$ cat config.mk
export PLATFORM = sky130hd
export DESIGN_NAME = sram_rd_seq
export DESIGN_NICKNAME = d
export VERILOG_FILES = /design/src/rtl/srsq_pkg.sv /design/src/rtl/srsq_timing_regs.sv /design/src/rtl/srsq_req_slot.sv /design/src/rtl/srsq_phase_fsm.sv /design/src/rtl/srsq_capture.sv /design/src/rtl/sram_rd_seq.sv
export SDC_FILE = /design/constraint.sdc
export NUM_CORES = 1
export LEC_CHECK = 0
export BUFFER_PORTS_ARGS = -buffer_cell sky130_fd_sc_hd__buf_4
export CORE_UTILIZATION = 51
export CTS_CLUSTER_DIAMETER = 40
export DETAILED_ROUTE_END_ITERATION = 8
export PLACE_DENSITY = 0.76
export SLEW_MARGIN = 20
export SYNTH_ARGS = -nofsm -noshare
export SYNTH_HDL_FRONTEND = slang
export SYNTH_SLANG_ARGS = --single-unit
$ cat constraint.sdc
create_clock -name clk -period 2.5 [get_ports clk]
set_input_delay 0.125 -clock clk [delete_from_list [all_inputs] [get_ports clk]]
set_output_delay 0.125 -clock clk [all_outputs]
set_load 0.02 [all_outputs]
$ cat src/rtl/srsq_pkg.sv
// Shared types for the asynchronous SRAM read sequencer.
// Assumes timing fields are 4 bits wide; a zero length field means one cycle.
package srsq_pkg;
    localparam int TW = 4;

    typedef struct packed {
        logic [TW-1:0] setup;
        logic [TW-1:0] access;
        logic [TW-1:0] hold;
        logic [TW-1:0] idle;
    } tim_t;

    typedef enum logic [2:0] {
        PH_IDLE   = 3'd0,
        PH_SETUP  = 3'd1,
        PH_ACCESS = 3'd2,
        PH_HOLD   = 3'd3,
        PH_TURN   = 3'd4
    } phase_e;

    // Length in cycles of a setup/access/hold field: zero counts as one.
    function automatic logic [TW-1:0] eff_len(logic [TW-1:0] v);
        return (v == '0) ? TW'(1) : v;
    endfunction
endpackage

$ cat src/rtl/srsq_timing_regs.sv
// Per-bank timing register file with two read ports.
// One register per bank; a write updates only the addressed bank.
// Assumes writes come from a configuration source and may occur at any time.
module srsq_timing_regs
    import srsq_pkg::*;
#(
    parameter int NBANK     = 4,
    parameter int DEF_SETUP = 2,
    parameter int DEF_ACC   = 4,
    parameter int DEF_HOLD  = 1,
    parameter int DEF_IDLE  = 2,
    localparam int BW = (NBANK > 1) ? $clog2(NBANK) : 1
) (
    input  logic          clk,
    input  logic          rst_n,
    input  logic          we,
    input  logic [BW-1:0] wbank,
    input  tim_t          wdata,
    input  logic [BW-1:0] rbank_a,
    input  logic [BW-1:0] rbank_b,
    output tim_t          rd_a,
    output tim_t          rd_b
);
    tim_t regs [NBANK];

    localparam tim_t DEF_TIM = '{setup:  TW'(DEF_SETUP), access: TW'(DEF_ACC),
                                 hold:   TW'(DEF_HOLD),  idle:   TW'(DEF_IDLE)};

    for (genvar i = 0; i < NBANK; i++) begin : g_bank
        // Holds bank i timing; loads on a write addressed to this bank.
        always_ff @(posedge clk) begin
            if (!rst_n)
                regs[i] <= DEF_TIM;
            else if (we && wbank == BW'(i))
                regs[i] <= wdata;
        end


        wr_takes_chk: assert property (@(posedge clk) disable iff (!rst_n)
            (we && wbank == BW'(i)) |=> (regs[i] == $past(wdata)));

        other_bank_kept_chk: assert property (@(posedge clk) disable iff (!rst_n)
            (!we || wbank != BW'(i)) |=> $stable(regs[i]));
    end

    // Read port selection for current and candidate bank.
    always_comb begin
        rd_a = regs[rbank_a];
        rd_b = regs[rbank_b];
    end
endmodule

$ cat src/rtl/srsq_req_slot.sv
// Request acceptance and single waiting slot.
// Accepts a request only while the sequencer is open (idle or hold) and the slot
// is empty. Presents either the stored request or the one arriving this cycle
// as the candidate. A take from the sequencer consumes the candidate.
module srsq_req_slot #(
    parameter int BW = 2,
    parameter int AW = 20
) (
    input  logic          clk,
    input  logic          rst_n,
    input  logic          open_i,
    input  logic          take_i,
    input  logic          req_valid,
    input  logic [BW-1:0] req_bank,
    input  logic [AW-1:0] req_addr,
    output logic          req_ready,
    output logic          cand_valid,
    output logic [BW-1:0] cand_bank,
    output logic [AW-1:0] cand_addr
);
    logic          pend_q;
    logic [BW-1:0] pbank_q;
    logic [AW-1:0] paddr_q;
    logic          accept;

    // Ready and candidate selection.
    always_comb begin
        req_ready  = open_i && !pend_q;
        accept     = req_valid && req_ready;
        cand_valid = pend_q || accept;
        cand_bank  = pend_q ? pbank_q : req_bank;
        cand_addr  = pend_q ? paddr_q : req_addr;
    end

    // Slot storage: cleared on take, loaded on an accept that is not taken.
    always_ff @(posedge clk) begin
        if (!rst_n) begin
            pend_q  <= 1'b0;
            pbank_q <= '0;
            paddr_q <= '0;
        end else if (take_i) begin
            pend_q <= 1'b0;
        end else if (accept) begin
            pend_q  <= 1'b1;
            pbank_q <= req_bank;
            paddr_q <= req_addr;
        end
    end


    take_has_cand_chk: assert property (@(posedge clk) disable iff (!rst_n)
        take_i |-> cand_valid);
endmodule

$ cat src/rtl/srsq_phase_fsm.sv
// Read cycle phase sequencer.
// Walks setup, access and hold with a down counter loaded from the bank timing.
// It then either chains into a same-bank setup or runs the bank's turnaround.
// Assumes candidate timing is read for the candidate bank in the same cycle.
module srsq_phase_fsm
    import srsq_pkg::*;
#(
    parameter int BW = 2,
    parameter int AW = 20
) (
    input  logic          clk,
    input  logic          rst_n,
    input  logic          cand_valid,
    input  logic [BW-1:0] cand_bank,
    input  logic [AW-1:0] cand_addr,
    input  tim_t          tim_cur,
    input  tim_t          tim_cand,
    output phase_e        phase,
    output logic [BW-1:0] cur_bank,
    output logic [AW-1:0] cur_addr,
    output logic          take,
    output logic          cap,
    output logic          open_o
);
    phase_e        ph_q, ph_d;
    logic [TW-1:0] cnt_q, cnt_d;
    logic [BW-1:0] bank_q, bank_d;
    logic [AW-1:0] addr_q, addr_d;
    logic          last;

    assign phase    = ph_q;
    assign cur_bank = bank_q;
    assign cur_addr = addr_q;
    assign last     = (cnt_q == '0);
    assign open_o   = (ph_q == PH_IDLE) || (ph_q == PH_HOLD);

    // Next phase, count and latched request.
    always_comb begin
        ph_d   = ph_q;
        cnt_d  = cnt_q;
        bank_d = bank_q;
        addr_d = addr_q;
        take   = 1'b0;
        cap    = 1'b0;
        unique case (ph_q)
            PH_IDLE: begin
                take = cand_valid;
            end
            PH_SETUP: begin
                if (last) begin
                    ph_d  = PH_ACCESS;
                    cnt_d = eff_len(tim_cur.access) - TW'(1);
                end else begin
                    cnt_d = cnt_q - TW'(1);
                end
            end
            PH_ACCESS: begin
                if (last) begin
                    ph_d  = PH_HOLD;
                    cap   = 1'b1;
                    cnt_d = eff_len(tim_cur.hold) - TW'(1);
                end else begin
                    cnt_d = cnt_q - TW'(1);
                end
            end
            PH_HOLD: begin
                if (last) begin
                    if (cand_valid && cand_bank == bank_q) begin
                        take = 1'b1;
                    end else if (tim_cur.idle == '0) begin
                        take = cand_valid;
                        if (!cand_valid) ph_d = PH_IDLE;
                    end else begin
                        ph_d  = PH_TURN;
                        cnt_d = tim_cur.idle - TW'(1);
                    end
                end else begin
                    cnt_d = cnt_q - TW'(1);
                end
            end
            PH_TURN: begin
                if (last) begin
                    take = cand_valid;
                    if (!cand_valid) ph_d = PH_IDLE;
                end else begin
                    cnt_d = cnt_q - TW'(1);
                end
            end
            default: ph_d = PH_IDLE;
        endcase
        if (take) begin
            ph_d   = PH_SETUP;
            bank_d = cand_bank;
            addr_d = cand_addr;
            cnt_d  = eff_len(tim_cand.setup) - TW'(1);
        end
    end

    // Phase state registers.
    always_ff @(posedge clk) begin
        if (!rst_n) begin
            ph_q   <= PH_IDLE;
            cnt_q  <= '0;
            bank_q <= '0;
            addr_q <= '0;
        end else begin
            ph_q   <= ph_d;
            cnt_q  <= cnt_d;
            bank_q <= bank_d;
            addr_q <= addr_d;
        end
    end


    turn_exit_chk: assert property (@(posedge clk) disable iff (!rst_n)
        (ph_q == PH_TURN) |=> (ph_q inside {PH_TURN, PH_SETUP, PH_IDLE}));

    access_from_setup_chk: assert property (@(posedge clk) disable iff (!rst_n)
        $rose(ph_q == PH_ACCESS) |-> ($past(ph_q) == PH_SETUP));

    addr_held_chk: assert property (@(posedge clk) disable iff (!rst_n)
        (ph_q inside {PH_SETUP, PH_ACCESS} || (ph_q == PH_HOLD && !last)) |=> $stable(addr_q));
endmodule

$ cat src/rtl/srsq_capture.sv
// Read data capture: registers the data bus on the capture strobe and
// raises a one-cycle valid pulse with it.
// Assumes capture strobes never arrive on consecutive cycles.
module srsq_capture #(
    parameter int DW = 16
) (
    input  logic          clk,
    input  logic          rst_n,
    input  logic          cap,
    input  logic [DW-1:0] bus_data,
    output logic [DW-1:0] rd_data,
    output logic          rd_valid
);
    // Data register and valid pulse.
    always_ff @(posedge clk) begin
        if (!rst_n) begin
            rd_data  <= '0;
            rd_valid <= 1'b0;
        end else begin
            rd_valid <= cap;
            if (cap) rd_data <= bus_data;
        end
    end


    valid_pulse_chk: assert property (@(posedge clk) disable iff (!rst_n)
        rd_valid |=> !rd_valid);
endmodule

$ cat src/rtl/sram_rd_seq.sv
// Asynchronous SRAM read timing sequencer, top level.
// Decodes the phase state into active-low select, output-enable and read
// strobes. It wires the timing registers, the request slot, the phase
// sequencer and data capture together.
// Assumes a single external data bus shared by all banks.
module sram_rd_seq
    import srsq_pkg::*;
#(
    parameter int NBANK     = 4,
    parameter int AW        = 20,
    parameter int DW        = 16,
    parameter int DEF_SETUP = 2,
    parameter int DEF_ACC   = 4,
    parameter int DEF_HOLD  = 1,
    parameter int DEF_IDLE  = 2,
    localparam int BW = (NBANK > 1) ? $clog2(NBANK) : 1
) (
    input  logic             clk,
    input  logic             rst_n,
    input  logic             tim_we,
    input  logic [BW-1:0]    tim_bank,
    input  logic [TW-1:0]    tim_setup,
    input  logic [TW-1:0]    tim_access,
    input  logic [TW-1:0]    tim_hold,
    input  logic [TW-1:0]    tim_idle,
    input  logic             req_valid,
    output logic             req_ready,
    input  logic [BW-1:0]    req_bank,
    input  logic [AW-1:0]    req_addr,
    output logic [NBANK-1:0] mem_sel_n,
    output logic             mem_oe_n,
    output logic             mem_re_n,
    output logic [AW-1:0]    mem_addr,
    input  logic [DW-1:0]    mem_data,
    output logic [DW-1:0]    rd_data,
    output logic             rd_valid
);
    tim_t          wr_tim, tim_cur, tim_cand;
    phase_e        phase;
    logic [BW-1:0] cur_bank, cand_bank;
    logic [AW-1:0] cur_addr, cand_addr;
    logic          cand_valid, take, cap, open_w, active;

    assign wr_tim = '{setup: tim_setup, access: tim_access, hold: tim_hold, idle: tim_idle};

    srsq_timing_regs #(
        .NBANK(NBANK), .DEF_SETUP(DEF_SETUP), .DEF_ACC(DEF_ACC),
        .DEF_HOLD(DEF_HOLD), .DEF_IDLE(DEF_IDLE)
    ) u_regs (
        .clk(clk), .rst_n(rst_n), .we(tim_we), .wbank(tim_bank), .wdata(wr_tim),
        .rbank_a(cur_bank), .rbank_b(cand_bank), .rd_a(tim_cur), .rd_b(tim_cand)
    );

    srsq_req_slot #(.BW(BW), .AW(AW)) u_slot (
        .clk(clk), .rst_n(rst_n), .open_i(open_w), .take_i(take),
        .req_valid(req_valid), .req_bank(req_bank), .req_addr(req_addr),
        .req_ready(req_ready), .cand_valid(cand_valid),
        .cand_bank(cand_bank), .cand_addr(cand_addr)
    );

    srsq_phase_fsm #(.BW(BW), .AW(AW)) u_fsm (
        .clk(clk), .rst_n(rst_n), .cand_valid(cand_valid), .cand_bank(cand_bank),
        .cand_addr(cand_addr), .tim_cur(tim_cur), .tim_cand(tim_cand),
        .phase(phase), .cur_bank(cur_bank), .cur_addr(cur_addr),
        .take(take), .cap(cap), .open_o(open_w)
    );

    srsq_capture #(.DW(DW)) u_cap (
        .clk(clk), .rst_n(rst_n), .cap(cap), .bus_data(mem_data),
        .rd_data(rd_data), .rd_valid(rd_valid)
    );

    // Strobe decode from the registered phase.
    always_comb begin
        active   = phase inside {PH_SETUP, PH_ACCESS, PH_HOLD};
        mem_oe_n = !active;
        mem_re_n = (phase != PH_ACCESS);
        mem_addr = cur_addr;
    end

    for (genvar b = 0; b < NBANK; b++) begin : g_sel
        assign mem_sel_n[b] = !(active && cur_bank == BW'(b));
    end


    one_bank_chk: assert property (@(posedge clk) disable iff (!rst_n)
        $onehot0(~mem_sel_n));

    re_inside_sel_chk: assert property (@(posedge clk) disable iff (!rst_n)
        !mem_re_n |-> (!mem_oe_n && $countones(~mem_sel_n) == 1));

    cap_at_re_rise_chk: assert property (@(posedge clk) disable iff (!rst_n)
        $rose(mem_re_n) |-> rd_valid);

    no_ready_in_access_chk: assert property (@(posedge clk) disable iff (!rst_n)
        req_ready |-> (mem_re_n && ($countones(~mem_sel_n) == 0 || !mem_oe_n)));
endmodule

Yosys cells after proc, flatten, opt, wreduce, memory -nomap -nowiden
Memories as Yosys holds them, arrays and structs flattened. A register that Yosys moved wholly into a read port is not among the register bits.
Index checks and enable logic that the tools add are counted.
Widths: inputs -> output; s select.
{"block": "word_totals", "regBits": 69, "mem_bits_rw": 64, "inputBits": 60, "elab_cells": 131, "n_memories": 1}
{"block": "classes", "addsub": 5, "eq_ne": 26, "mux": 48, "bitwise": 7, "n_reduce_logical": 34}
{"memory": "u_regs.regs", "words": 4, "width": 16, "read_ports": 2, "rd_clocked_by_memory_dff": 1, "wr": 4, "line": "srsq_timing_regs.sv:24", "text": "tim_t regs [NBANK];"}
{"cell": "$mux 16", "n": 4}
{"cell": "$mux 4", "n": 10}
{"cell": "$mux 3", "n": 7}
{"cell": "$logic_not 4->1", "n": 5}
{"cell": "$mux 1", "n": 20}
{"cell": "$mux 20", "n": 1}
{"cell": "$sub 4x1->4 const B", "n": 5}
{"cell": "$pmux 4 s4", "n": 1}
{"cell": "$ne 3x2->1 const B", "n": 5}
{"cell": "$pmux 3 s5", "n": 1}
{"cell": "$reduce_and 6->1", "n": 2}
{"cell": "$logic_and 1x1->1", "n": 11}
{"cell": "$eq 2x2->1 const B", "n": 4}
{"cell": "$ne 2x1->1 const B", "n": 4}
{"cell": "$ne 4x4->1 const B", "n": 2}
{"cell": "$eq 3x2->1 const B", "n": 2}
{"cell": "$logic_not 1->1", "n": 6}
{"cell": "$mux 2", "n": 3}
{"cell": "$ne 3x3->1 const B", "n": 2}
{"cell": "$reduce_bool 5->1", "n": 1}
{"cell": "$eq 2x1->1 const B", "n": 2}
{"cell": "$logic_not 2->1", "n": 2}
{"cell": "$ne 2x2->1 const B", "n": 2}
{"cell": "$or 1x1->1", "n": 4}
{"cell": "other kinds (11)", "n": 14}

Depth between registers and ports, before layout
Gate-level depths: netlist (run 1).
{"block": "logic_depth", "depth_word": 11, "ltp_mapped": 11, "mapped_depth_nobuf": 11}

Modules after synthesis
A second synthesis (run 1) with hierarchy kept.
{"block": "unflattened", "hier_cells": 589, "hier_area_um2": 7080.5}
{"mod": "srsq_timing_regs", "n_inst": 1, "cells_per_inst": 183, "area_each_um2": 3269.4}
{"mod": "srsq_phase_fsm", "n_inst": 1, "cells_per_inst": 220, "area_each_um2": 1879.3}
{"mod": "srsq_req_slot", "n_inst": 1, "cells_per_inst": 126, "area_each_um2": 1233.7}
{"mod": "srsq_capture", "n_inst": 1, "cells_per_inst": 53, "area_each_um2": 643.1}
{"mod": "sram_rd_seq", "n_inst": 1, "cells_per_inst": 7, "area_each_um2": 55.1}

Worst setup path before layout (run 1)
OpenSTA, ideal clock, no wires.
{"block": "synth_path", "kind": "register -> register", "from": "register with a tool-made name", "to": "register u_fsm.cnt_q[1]", "setup_ns": 0.120, "arrival_time_ns": 2.445, "required_time_ns": 2.380, "setup_slack_ns": -0.065, "path_stages_with_launch": 12, "n_path_buf": 0, "path_cell_list": "dfxtp_1 > mux4_1 > or2_0 > o21bai_2 > inv_1 > ha_1 > nor4bb_1 > o22ai_1 > a211oi_1 > o22ai_1 > mux2i_1 > o21ai_1"}
{"element": "end signal: assignment", "line": "srsq_phase_fsm.sv:108", "text": "cnt_q <= cnt_d;"}
{"element": "end: declaration", "line": "srsq_phase_fsm.sv:26", "text": "logic [TW-1:0] cnt_q, cnt_d;"}

==> results of run 1 <==
final timing paths:
path,start,to,slack (ns),cells past startpoint
setup / recovery,register,u_fsm.cnt_q[1],-0.09,11
hold / removal,tim_idle[2],u_regs.regs[3][2],0.01,2
setup reg to reg,register,u_fsm.cnt_q[1],-0.09,11
hold reg to reg,u_slot.paddr_q[7],u_slot.paddr_q[7],0.46,2
layer usage:
metal	share of wire [%]	global-route usage, %	routed length (um)
met5	0	0	0
met4	2.6	12.55	416
met3	6.1	5.739	979
met2	50	42.02	8042
met1	42	29.50	6698
metrics by stage:
step | cell area [sq um] | setup TNS (ns)
2_1_floorplan | 6389 | 0
3_3_place_gp | 7458 | -0.1385
3_5_place_dp | 7458 | -1.602
4_1_cts | 8586 | -1.153
5_1_grt | 8716 | -0.3528
6_report | 8716 | -0.1398
cell usage after synthesis, types with 2 or more instances:
cell type  count
or3_1         17
xor2_1         3
dfxtp_1       71
mux2_2         2
nor2b_1        2
mux4_1        10
mux4_2         4
nand3_1       22
or3b_2         2
mux2i_1       31
nor2_1        25
nor4bb_1       2
o211ai_1       2
edfxtp_1      64
ha_1           5
o21ai_0       10
o31a_1         2
nor3_1         4
a21boi_0      18
o311ai_0       2
o211a_1       25
and2_1        49
nor3b_1        3
o311a_1        3
buf_2         14
nand3b_1       2
inv_1         11
o21a_1         2
buf_1          5
a21oi_1        7
xnor2_1        5
nand2b_1       4
o22ai_1        2
o21ai_1       23
clkbuf_1      25
a31o_2         2
nand2_1       89
cell families (layout without fill, tap and decap cells):
family | Yosys count | in the layout | synth area share (%)
buffers and inverters | 57 | 233 | 3.798
muxes | 48 | 48 | 11.08
AOI/OAI and AO/OA | 111 | 111 | 13.04
and+or+nand+nor | 226 | 226 | 17.54
DFF | 135 | 135 | 52.31
xor gates and xnor gates | 8 | 8 | 1.096
adders and majority gates | 6 | 6 | 1.135
final cells by class:
type | count | area [sq um]
Timing Repair Buffer | 190 | 1603
Clock inverter | 12 | 152.6
Tap cell | 168 | 210.2
Inverter | 11 | 41.29
Fill cell | 792 | 3396
Sequential cell | 135 | 3348
Clock buffer | 20 | 446.7
Multi-Input combinational cell | 399 | 2914
worst max-delay path: cells and delay by family, from the launching register on:
kind | cells | cell delay [ns]
and+or+nand+nor | 2 | 0.45
AOI/OAI and AO/OA | 5 | 0.63
buffers and inverters | 1 | 0.07
adders and majority gates | 1 | 0.27
muxes | 2 | 0.67
DFF | 1 | 0.38
state kept, by name, summed over array words and instances (netlist names), named ones only:
| signal | cells |
|---|---|
| u_fsm.cnt_q | 4 |
| u_cap.rd_valid | 1 |
| u_regs.regs | 64 |
| u_slot.pend_q | 1 |
| u_slot.paddr_q | 20 |
| u_fsm.cur_addr | 20 |
| u_cap.rd_data | 16 |
| u_fsm.phase | 3 |
| u_fsm.cur_bank | 2 |
| u_slot.pbank_q | 2 |
repair_timing:
action,in CTS,in global routing
endpoints found under the setup margin,31,47
pin swaps,6,10
buffers inserted,2,2
gates resized for setup,9,22
endpoints found under the hold margin,71,0
hold buffers,49,0
cloned,0,1
power by group:
group	leakage [nW]	internal [W]	switching (W)
Clock	0.284	0.00159	0.000946
Sequential	1.21	0.00265	0.000273
Combinational	2.13	0.00178	0.00179
Total	3.62	0.00602	0.00301
==> metrics.md, run 1 <==
| Metric | Value |
|---|---|
| NumNets Final | 819 |
| CP endpoint kind | register |
| Design Power | 0.009032 W |
| Pre-CTS setup slack | -0.2521 ns |
| Yosys cell types | 59 |
| First-pass GRT wire length | 24.43 mm |
| Congestion Overflow GR | 0 |
| Clock skew | 0.007496 ns |
| PortBufs | 103 |
| Site Rows | 40 |
| Number of global-route vias before repair | 5,036 |
| Worst Setup Start Kind | register |
| Routed len/inst | 17.26 um |
| Initial DRT Pass Iterations | 5 |
| Final setup viols | 2 |
| Die height | 113.9 um |
| Final ANT Viol Nets | 0 |
| Via count | 5,183 |
| Crit-path slowest cell | mux4_2 |
| Worst slew pin tran | 0.7378 ns |
| Synth top area cells | edfxtp_1, dfxtp_1, nand2_1, mux2i_1, and2_1 |
| Prevailing post-synth register cell | dfxtp_1 |
| # Max-Cap Violations | 0 |
| Post-Route Utilization | 71.96% |
| Mapped cell area | 0.006391 sq mm |
| Routed WL | 16.14 mm |
| Failing checks | setup timing |
| Largest net degree at the start of global routing | 69 |
| RSZ-0062 raised after global routing | true |
| CTS Buf Count | 17 |
| PnR worst setup slack | -0.08593 ns |
| Sequential area share after synthesis | 52.31% |
| I/O pin count | 104 |
| Die W | 113.9 um |
| Diode count | 0 |
| Tcrit/Tclk final | 103.4% |
| Slew Viols, Final | 0 |
| Area share of the largest cell type after synthesis | 30.07% |
| H-tree depth | 4 |
| Worst Hold Class | in2reg |
| Warnings, synthesis | 0 |
| Worst-path cell chain | mux4_2, or2_1, o21bai_2, inv_1, ha_1, nor4bb_4, o22ai_2, a211oi_2, o22ai_1, mux2i_1, o21ai_1 |
| Worst hold slack | 0.01221 ns |
| Synthesized flop and latch total | 135 |
| Cells after DPL | 849 |
| P_leak | 3.624 nW |
| Endpoints failing hold | 0 |
| Final HPWL DP | 9.960 mm |
| Share of post-route cells with drive strength above 1 | 27.38% |
| Worst-path clk slew | 0.06 ns |
| FMAX | 0.3867 GHz |
| Clk_lat worst skew | 0.43 ns |
| Post-synth EDFFs | 64 |
| Critical path required time | 2.81 ns |
| Critical-path maximum fanout | 4 |
| Antenna violations before repair | 0 |
| Clk buf depth | 2 |
| Non-filler cells, final | 935 |
| Worst Path Arrival | 2.89 ns |
| Ys async rst share | 0% |
| Commonest non-fill, non-tap cell in the layout | buf_4 |
| Cell Pwr Density | 1036 mW/mm^2 |
| Status | finished with violations |
| Peak VDD IR | 0.5463 mV |
| Most frequent cells in the layout | buf_4, nand2_1, dfxtp_1, edfxtp_1 |
| Vias per Instance | 5.543 |
| Initial Utilization | 52.77% |
| Drt drc | 0 |
| Gr usage total | 24.77% |
| Die area | 0.01298 sq mm |
| Fin crit period | 2.586 ns |
| Synth area leader | edfxtp_1 |
| Max incr delay on CP | 0.51 ns |
| WS Path Type | reg2reg |
| Syn_area_per_cell | 10.81 sq um |
| 1st-iter DRT viols | 369 |
| Root Driver | clkbuf_16 |
| Mapped Cells | 591 |
| Syn_nets | 656 |
| Area delta synth->final | 36.37% |
| Max-slew headroom | 50.71% |
| CTS tree | done |
| Placer congestion estimate | 0.8732 |
| Core Region | 0.01211 sq mm |
| Sinks on Clock Net | 135 |
Note: power is estimated with default switching activity, not from simulation.
==> run 2: changes to the inputs <==
--- a/config.mk
+++ b/config.mk
@@ -6,10 +6,12 @@
 export NUM_CORES = 1
 export LEC_CHECK = 0
 export BUFFER_PORTS_ARGS = -buffer_cell sky130_fd_sc_hd__buf_4
-export CORE_UTILIZATION = 51
+export CELL_PAD_IN_SITES_DETAIL_PLACEMENT = 0
+export CELL_PAD_IN_SITES_GLOBAL_PLACEMENT = 1
+export CORE_UTILIZATION = 48
 export CTS_CLUSTER_DIAMETER = 40
 export DETAILED_ROUTE_END_ITERATION = 8
-export PLACE_DENSITY = 0.76
+export PLACE_DENSITY_LB_ADDON = 0.1
 export SLEW_MARGIN = 20
 export SYNTH_ARGS = -nofsm -noshare
 export SYNTH_HDL_FRONTEND = slang
==> constraint.sdc (replaced) <==
create_clock -name clk -period 3.1 [get_ports clk]
set_input_delay 0.155 -clock clk [delete_from_list [all_inputs] [get_ports clk]]
set_output_delay 0.155 -clock clk [all_outputs]
set_load 0.02 [all_outputs]
==> run 2 against run 1 <==
  * The flow now finishes without violations
  * Fmax is 6.4% lower
  * Clock-buffer cell count is 1 higher
  * Core utilization is 7.5 points lower
  * Non-clock buffer count is 35 lower
  * Cell area is 5.1% lower
  * Sequential power is 20% lower
  * Die area is 6.1% higher
  * Sequential cell count stayed put
  * Critical path depth is 2 lower
  * Clock skew is 0.0026 ns higher
  * Critical path type unchanged
  * Largest power group is now sequential cells
  * Highest routed layer unchanged
==> metrics.md, run 2 (same netlist as run 1, synthesis figures left out) <==
| Metric | Value |
|---|---|
| Status | completed |
| Clk_lat worst skew | 0.42 ns (about the same) |
| Psw | 0.002211 W (-27%) |
| Critical Path End | u_fsm.cnt_q[3] |
| Die area | 0.01378 sq mm (+6.1%) |
| Tcrit/Tclk final | 89.16% (-14 points) |
| PnR worst setup slack | 0.3359 ns (+0.4218 ns) |
| Initial Utilization | 49.83% (-2.9 points) |
| Via count | 4,818 (-7.0%) |
| Final HPWL DP | 9.586 mm (-3.8%) |
| Worst slew pin tran | 1.019 ns (+0.2812 ns) |
| P_leak | 3.451 nW (-4.8%) |
| Endpoints failing hold | 0 (unchanged) |
| CP endpoint kind | register |
| Clock Power Share | 29.0% (+0.9 points) |
| Congestion Overflow GR | 0 (unchanged) |
| Gr usage total | 21.76% (-3.0 points) |
| Slew Viols, Final | 0 (unchanged) |
| First-pass GRT wire length | 23.68 mm (-3.1%) |
| Diode count | 0 (unchanged) |
| Number of global-route vias before repair | 4,712 (-6.4%) |
| Worst-path clk slew | 0.06 ns (about the same) |
| Worst R2R Path Depth | 9 (-2) |
| TNS Setup | 0 ns (+0.1398 ns) |
| Terminus of the critical flop-to-flop path | u_fsm.cnt_q[3] |
| Vias per Instance | 5.330 (-3.9%) |
| Placer congestion estimate | 0.8979 (+2.8%) |
| Clk buf depth | 2 (unchanged) |
| 1st-iter DRT viols | 392 (+6.2%) |
| Area delta synth->final | 29.40% |
| H-tree depth | 4 (unchanged) |
| Number of flip-flops in the largest register | 64 (unchanged) |
| Hold Path Origin | mem_data[15] |
| Post-Route Utilization | 64.49% (-7.5 points) |
| Peak VDD IR | 0.5408 mV (-1.0%) |
| # Max-Cap Violations | 0 (unchanged) |
| Worst Setup Start Kind | register |
| R2r setup slk | 0.34 ns (+0.42 ns) |
| Critical-path maximum fanout | 12 (+8) |
| Die height | 117.4 um (+3.0%) |
| Int Pwr | 0.004403 W (-27%) |
| Reg power frac | 35.5% (+3.1 points) |
| Most frequent cells in the layout | buf_4, nand2_1, dfxtp_1, edfxtp_1, and2_1 |
| RSZ-0062 raised after global routing | false |
| Die W | 117.4 um (+3.0%) |
| CTS tree | done |
| Final setup viols | 0 (-2) |
| Design Power | 0.006614 W (-27%) |
| Critical path required time | 3.43 ns (+0.62 ns) |
| PortBufs | 103 (unchanged) |
| Initial DRT Pass Iterations | 5 (unchanged) |
| Logic pwr share | 35.6% (-3.9 points) |
| Worst Hold Class | in2reg |
| Max-slew headroom | 32.06% (-19 points) |
| Post-CTS Setup Inserts | 0 (-2) |
| FMAX | 0.3618 GHz (-6.4%) |
| Cell Pwr Density | 799.7 mW/mm^2 (-23%) |
| CTS Buf Count | 17 (unchanged) |
| Clock skew | 0.01012 ns (+0.002620 ns) |
| Worst Path Arrival | 3.09 ns (+0.20 ns) |
| Site Rows | 41 (+2.5%) |
| Sinks on Clock Net | 135 (unchanged) |
| Routed len/inst | 15.81 um (-8.4%) |
| I/O pin count | 104 (unchanged) |
| Routed WL | 14.30 mm (-11%) |
| Switching part of the total power | 33.42% (+0.11 points) |
| Commonest non-fill, non-tap cell in the layout | buf_4 |
| Final ANT Viol Nets | 0 (unchanged) |
| Share of post-route cells with drive strength above 1 | 23.22% (-4.2 points) |
| WS Path Type | reg2reg |
| Top reg by flops | u_regs.regs |
| Root Driver | clkbuf_16 |
| NumNets Final | 784 (-4.3%) |
| Drt drc | 0 (unchanged) |
| Pre-CTS setup slack | 0.3321 ns (+0.5842 ns) |
| Largest net degree at the start of global routing | 92 (+33%) |
| Filler cells | 1,033 (+30%) |
| Fin crit period | 2.764 ns (+0.1782 ns) |
| Antenna violations before repair | 0 (unchanged) |
| Core Region | 0.01282 sq mm (+5.9%) |
run 2: cell count changes in the layout (fill, tap and decap cells not counted), moves of 3 or more:
cell / previous run / this run
buf_4: 136 / 117
bufinv_16: 3 / 0
dlygate4sd3_1: 49 / 36
mux4_1: 5 / 10
mux4_2: 9 / 4
run 2: area by class of cell:
cell class,count,area (sq um),share of cell area (%)
tap,172,215.2,2.602
sequential,135,3343,40.42
timing repair buffer,155,1279,15.46
clock inverter,11,86.33,1.044
clock buffer,21,485.5,5.870
inverter,11,41.29,0.4992
multi-input combinational,399,2820,34.10
run 2: timing repair:
item                                   CTS  global route
hold buffers                            36             0
gates resized for setup                  0             0
endpoints found under the hold margin   36             0
run 2: routing by layer:
layer,routed length (um),global-route usage (%),vias to the layer above
met4,72,7.873,0
met1,6646,28.50,2298
li1,-,-,2391
met5,0,0,-
met3,679,4.912,7
met2,6897,35.24,122
run 2: worst min path at each step:
stage,endpoint,cells after the start
after floorplan,u_slot.paddr_q[0],2
after global placement,u_slot.paddr_q[18],3
final,u_cap.rd_data[15],3
after global routing,u_regs.regs[3][1],2
after CTS,u_cap.rd_data[15],3
after detailed placement,u_slot.paddr_q[6],3
run 2: stage by stage:
| stage | instances | hold WS [ns] | area, sq um |
|---|---|---|---|
| final | 904 | 0.01612 | 8270 |
| after global placement | 836 | 0.4072 | 7338 |
| after detailed placement | 836 | 0.4169 | 7338 |
| after floorplan | 591 | 0.2876 | 6391 |
| after global routing | 904 | 0.01599 | 8270 |
| after CTS | 904 | 0.0009270 | 8270 |
run 2: worst max-delay path: stages (launching register included):
cell and delay (ns):
dfxtp_1 0.41, buf_4 0.25, mux4_1 0.68, inv_1 0.10, ha_1 0.17, o2bb2ai_1 0.14
o211a_1 0.45, buf_4 0.21, o2111ai_1 0.14, o31ai_1 0.13
run 2: power by group through the flow:
stage          registers, W  clock network (W)  logic (W)
2_1_floorplan       0.00246                  0    0.00146
3_3_place_gp        0.00238                  0    0.00229
3_5_place_dp        0.00239                  0    0.00231
4_1_cts             0.00235            0.00195    0.00236
5_1_grt             0.00238            0.00202    0.00256
6_report            0.00235            0.00192    0.00235
==> run 3: changes to the inputs <==
--- a/config.mk
+++ b/config.mk
@@ -8,11 +8,12 @@
 export BUFFER_PORTS_ARGS = -buffer_cell sky130_fd_sc_hd__buf_4
 export CELL_PAD_IN_SITES_DETAIL_PLACEMENT = 0
 export CELL_PAD_IN_SITES_GLOBAL_PLACEMENT = 1
-export CORE_UTILIZATION = 48
+export CORE_UTILIZATION = 50
 export CTS_CLUSTER_DIAMETER = 40
 export DETAILED_ROUTE_END_ITERATION = 8
 export PLACE_DENSITY_LB_ADDON = 0.1
 export SLEW_MARGIN = 20
 export SYNTH_ARGS = -nofsm -noshare
 export SYNTH_HDL_FRONTEND = slang
+export SYNTH_HIERARCHICAL = 1
 export SYNTH_SLANG_ARGS = --single-unit
==> run 3 against run 2 <==
  * Clock-buffer cell count fell by 2
  * Power rose by 6.5%
  * Synthesized cell count fell by 3.0%
  * Sequential cell count fell by 2
  * Cell area rose by 1.9%
  * Largest cell class unchanged
  * Wire length rose by 5.2%
  * Core utilization rose by 1.2 points
  * Combinational power rose by 3%
==> metrics.md, run 3 <==
| Metric | Value |
|---|---|
| Worst-path cell chain | mux4_2, inv_1, ha_1, nor3b_1, a21oi_1, a2bb2oi_2, clkinv_2, buf_4, nand2_1, a21boi_1 |
| Slew Viols, Final | 0 (unchanged) |
| Top reg by flops | u_regs/regs |
| Warnings, synthesis | 6 (+6) |
| Congestion Overflow GR | 0 (unchanged) |
| Reg power frac | 32.2% (-3.3 points) |
| Core Region | 0.01282 sq mm (unchanged) |
| P_leak | 3.277 nW (-5.1%) |
| First-pass GRT wire length | 24.02 mm (+1.4%) |
| CP top delay family | multiplexers |
| Diode count | 0 (unchanged) |
| Clock skew | 0.006842 ns (-0.003274 ns) |
| Peak VDD IR | 0.5222 mV (-3.4%) |
| Syn_nets | 639 (-2.6%) |
| Endpoints failing hold | 0 (unchanged) |
| Antenna violations before repair | 0 (unchanged) |
| Critical path required time | 3.41 ns (-0.02 ns) |
| Switching part of the total power | 31.67% (-1.8 points) |
| Mapped cell area | 0.006690 sq mm (+4.7%) |
| Die W | 117.7 um (+0.24%) |
| RSZ-0062 raised after global routing | false |
| Design Power | 0.007044 W (+6.5%) |
| Site Rows | 41 (unchanged) |
| Clk buf depth | 2 (unchanged) |
| Post-Route Utilization | 65.70% (+1.2 points) |
| TNS Setup | 0 ns (unchanged) |
| Sinks on Clock Net | 133 (-1.5%) |
| Die height | 117.7 um (+0.24%) |
| Logic pwr share | 34.3% (-1.3 points) |
| Syn_area_per_cell | 11.68 sq um (+8.0%) |
| CP endpoint kind | register |
| Clock Power Share | 33.5% (+4.5 points) |
| Tcrit/Tclk final | 90.94% (+1.8 points) |
| 1st-iter DRT viols | 302 (-23%) |
| I/O pin count | 104 (unchanged) |
| Final HPWL DP | 9.632 mm (+0.48%) |
| Worst slew pin tran | 1.066 ns (+0.04721 ns) |
| Area delta synth->final | 25.94% |
| Initial DRT Pass Iterations | 4 (-1) |
| Max-slew headroom | 28.92% (-3.1 points) |
| CTS Buf Count | 17 (unchanged) |
| Worst Setup Start Kind | register |
| Post-route cell area | 0.008426 sq mm (+1.9%) |
| Final ANT Viol Nets | 0 (unchanged) |
| H-tree depth | 4 (unchanged) |
| Worst hold slack | 0.009320 ns (-0.006796 ns) |
| Routed WL | 15.04 mm (+5.2%) |
| Die area | 0.01385 sq mm (+0.49%) |
| Critical-path maximum fanout | 26 (+14) |
| Max incr delay on CP | 0.60 ns (-0.08 ns) |
| Crit-path slowest cell | mux4_2 |
| Int Pwr | 0.004814 W (+9.3%) |
| Psw | 0.002231 W (+0.91%) |
| FMAX | 0.3547 GHz (-2.0%) |
| CTS tree | done |
| Commonest non-fill, non-tap cell in the layout | buf_4 |
| # Max-Cap Violations | 0 (unchanged) |
| Number of flip-flops in the largest register | 64 (unchanged) |
| Root Driver | clkbuf_16 |
| Initial Utilization | 52.17% (+2.3 points) |
| Placed inst area | 0.007403 sq mm (+0.89%) |
| Most frequent cells in the layout | buf_4, nand2_1, dfxtp_1, edfxtp_1, and2_1 |
| Cell Pwr Density | 836.1 mW/mm^2 (+4.5%) |
| Share of post-route cells with drive strength above 1 | 29.41% (+6.2 points) |
| WS Path Type | reg2reg |
| Gr usage total | 22.49% (+0.73 points) |
| Worst path bufs/invs | 3 (unchanged) |
| Drt drc | 0 (unchanged) |
| Worst-path clk slew | 0.06 ns (about the same) |
| Worst Hold Class | in2reg |
| Clk_lat worst skew | 0.42 ns (about the same) |
| Routed len/inst | 16.98 um (+7.4%) |
| NumNets Final | 767 (-2.2%) |
| Status | completed |
| Final setup viols | 0 (unchanged) |
| Vias per Instance | 5.266 (-1.2%) |
| Placer congestion estimate | 0.8317 (-7.4%) |
| Fin crit period | 2.819 ns (+0.05502 ns) |
| Number of global-route vias before repair | 4,732 (+0.42%) |
| Mapped Cells | 573 (-3.0%) |
| Worst Path Arrival | 3.13 ns (+0.04 ns) |
| PortBufs | 103 (unchanged) |
| Via count | 4,666 (-3.2%) |
| Largest net degree at the start of global routing | 92 (unchanged) |
run 3: cell types whose count changed in the layout (fill, tap and decap cells not counted), sizes merged, moves of 6 or more:
cell         delta
nand2           +7
dlygate4sd3     -6
nand3          -21
nor2b          +17
o211a          -23
o21ai          -22
mux2           +21
nand2b         +11
or3            -12
bufinv          +7
mux2i          +11
nor2           -16
run 3: through the flow:
| step | setup slack [ns] | cells |
|---|---|---|
| finish | 0.2809 | 886 |
| global route | 0.06098 | 886 |
| CTS | 0.008156 | 884 |
| detailed placement | 0.02894 | 822 |
| global placement | 0.1834 | 822 |
| floorplan | 0.2963 | 573 |
run 3: worst paths after layout:
path,slack [ns],to,startpoint,cells past startpoint
worst max-delay path,0.28,u_fsm/cur_bank[1],u_fsm/cur_bank[0],10
worst min-delay path,0.009,u_slot/paddr_q[5],req_addr[5],3
worst max register to register,0.28,u_fsm/cur_bank[1],u_fsm/cur_bank[0],10
worst min register to register,0.45,u_fsm/cur_addr[7],u_fsm/cur_addr[7],2
run 3: routing by layer:
metal  track usage, %  part of all wire, %
met2            37.21                   49
met1            28.49                   44
met5                0                    0
met3            5.426                  6.0
met4            8.333                  1.1
run 3: worst min-delay path: stages:
cell and delay (ns):
buf_4 0.11, nand2_1 0.05, mux2i_1 0.06
run 3: repair_timing:
item	in CTS	in global routing
endpoints found under the hold margin	30	0
setup endpoints to repair	0	16
setup buffers	0	2
gates resized for setup	0	1
hold buffers	30	0
run 3: cell type report:
| cell class | instances | area [sq um] |
|---|---|---|
| fill | 1028 | 4399 |
| sequential | 133 | 3303 |
| multi-input combinational | 388 | 2968 |
| timing repair buffer | 149 | 1197 |
| clock buffer | 19 | 442.9 |
| clock inverter | 13 | 252.7 |
| tap | 172 | 215.2 |
| inverter | 12 | 46.29 |
run 3: power groups by stage:
| stage | Sequential [W] | Clock [W] | Combinational, W |
|---|---|---|---|
| 2_1_floorplan | 0.00237 | 0 | 0.00184 |
| 3_3_place_gp | 0.00229 | 0 | 0.00235 |
| 3_5_place_dp | 0.00230 | 0 | 0.00235 |
| 4_1_cts | 0.00227 | 0.00239 | 0.00240 |
| 5_1_grt | 0.00230 | 0.00245 | 0.00263 |
| 6_report | 0.00227 | 0.00236 | 0.00241 |
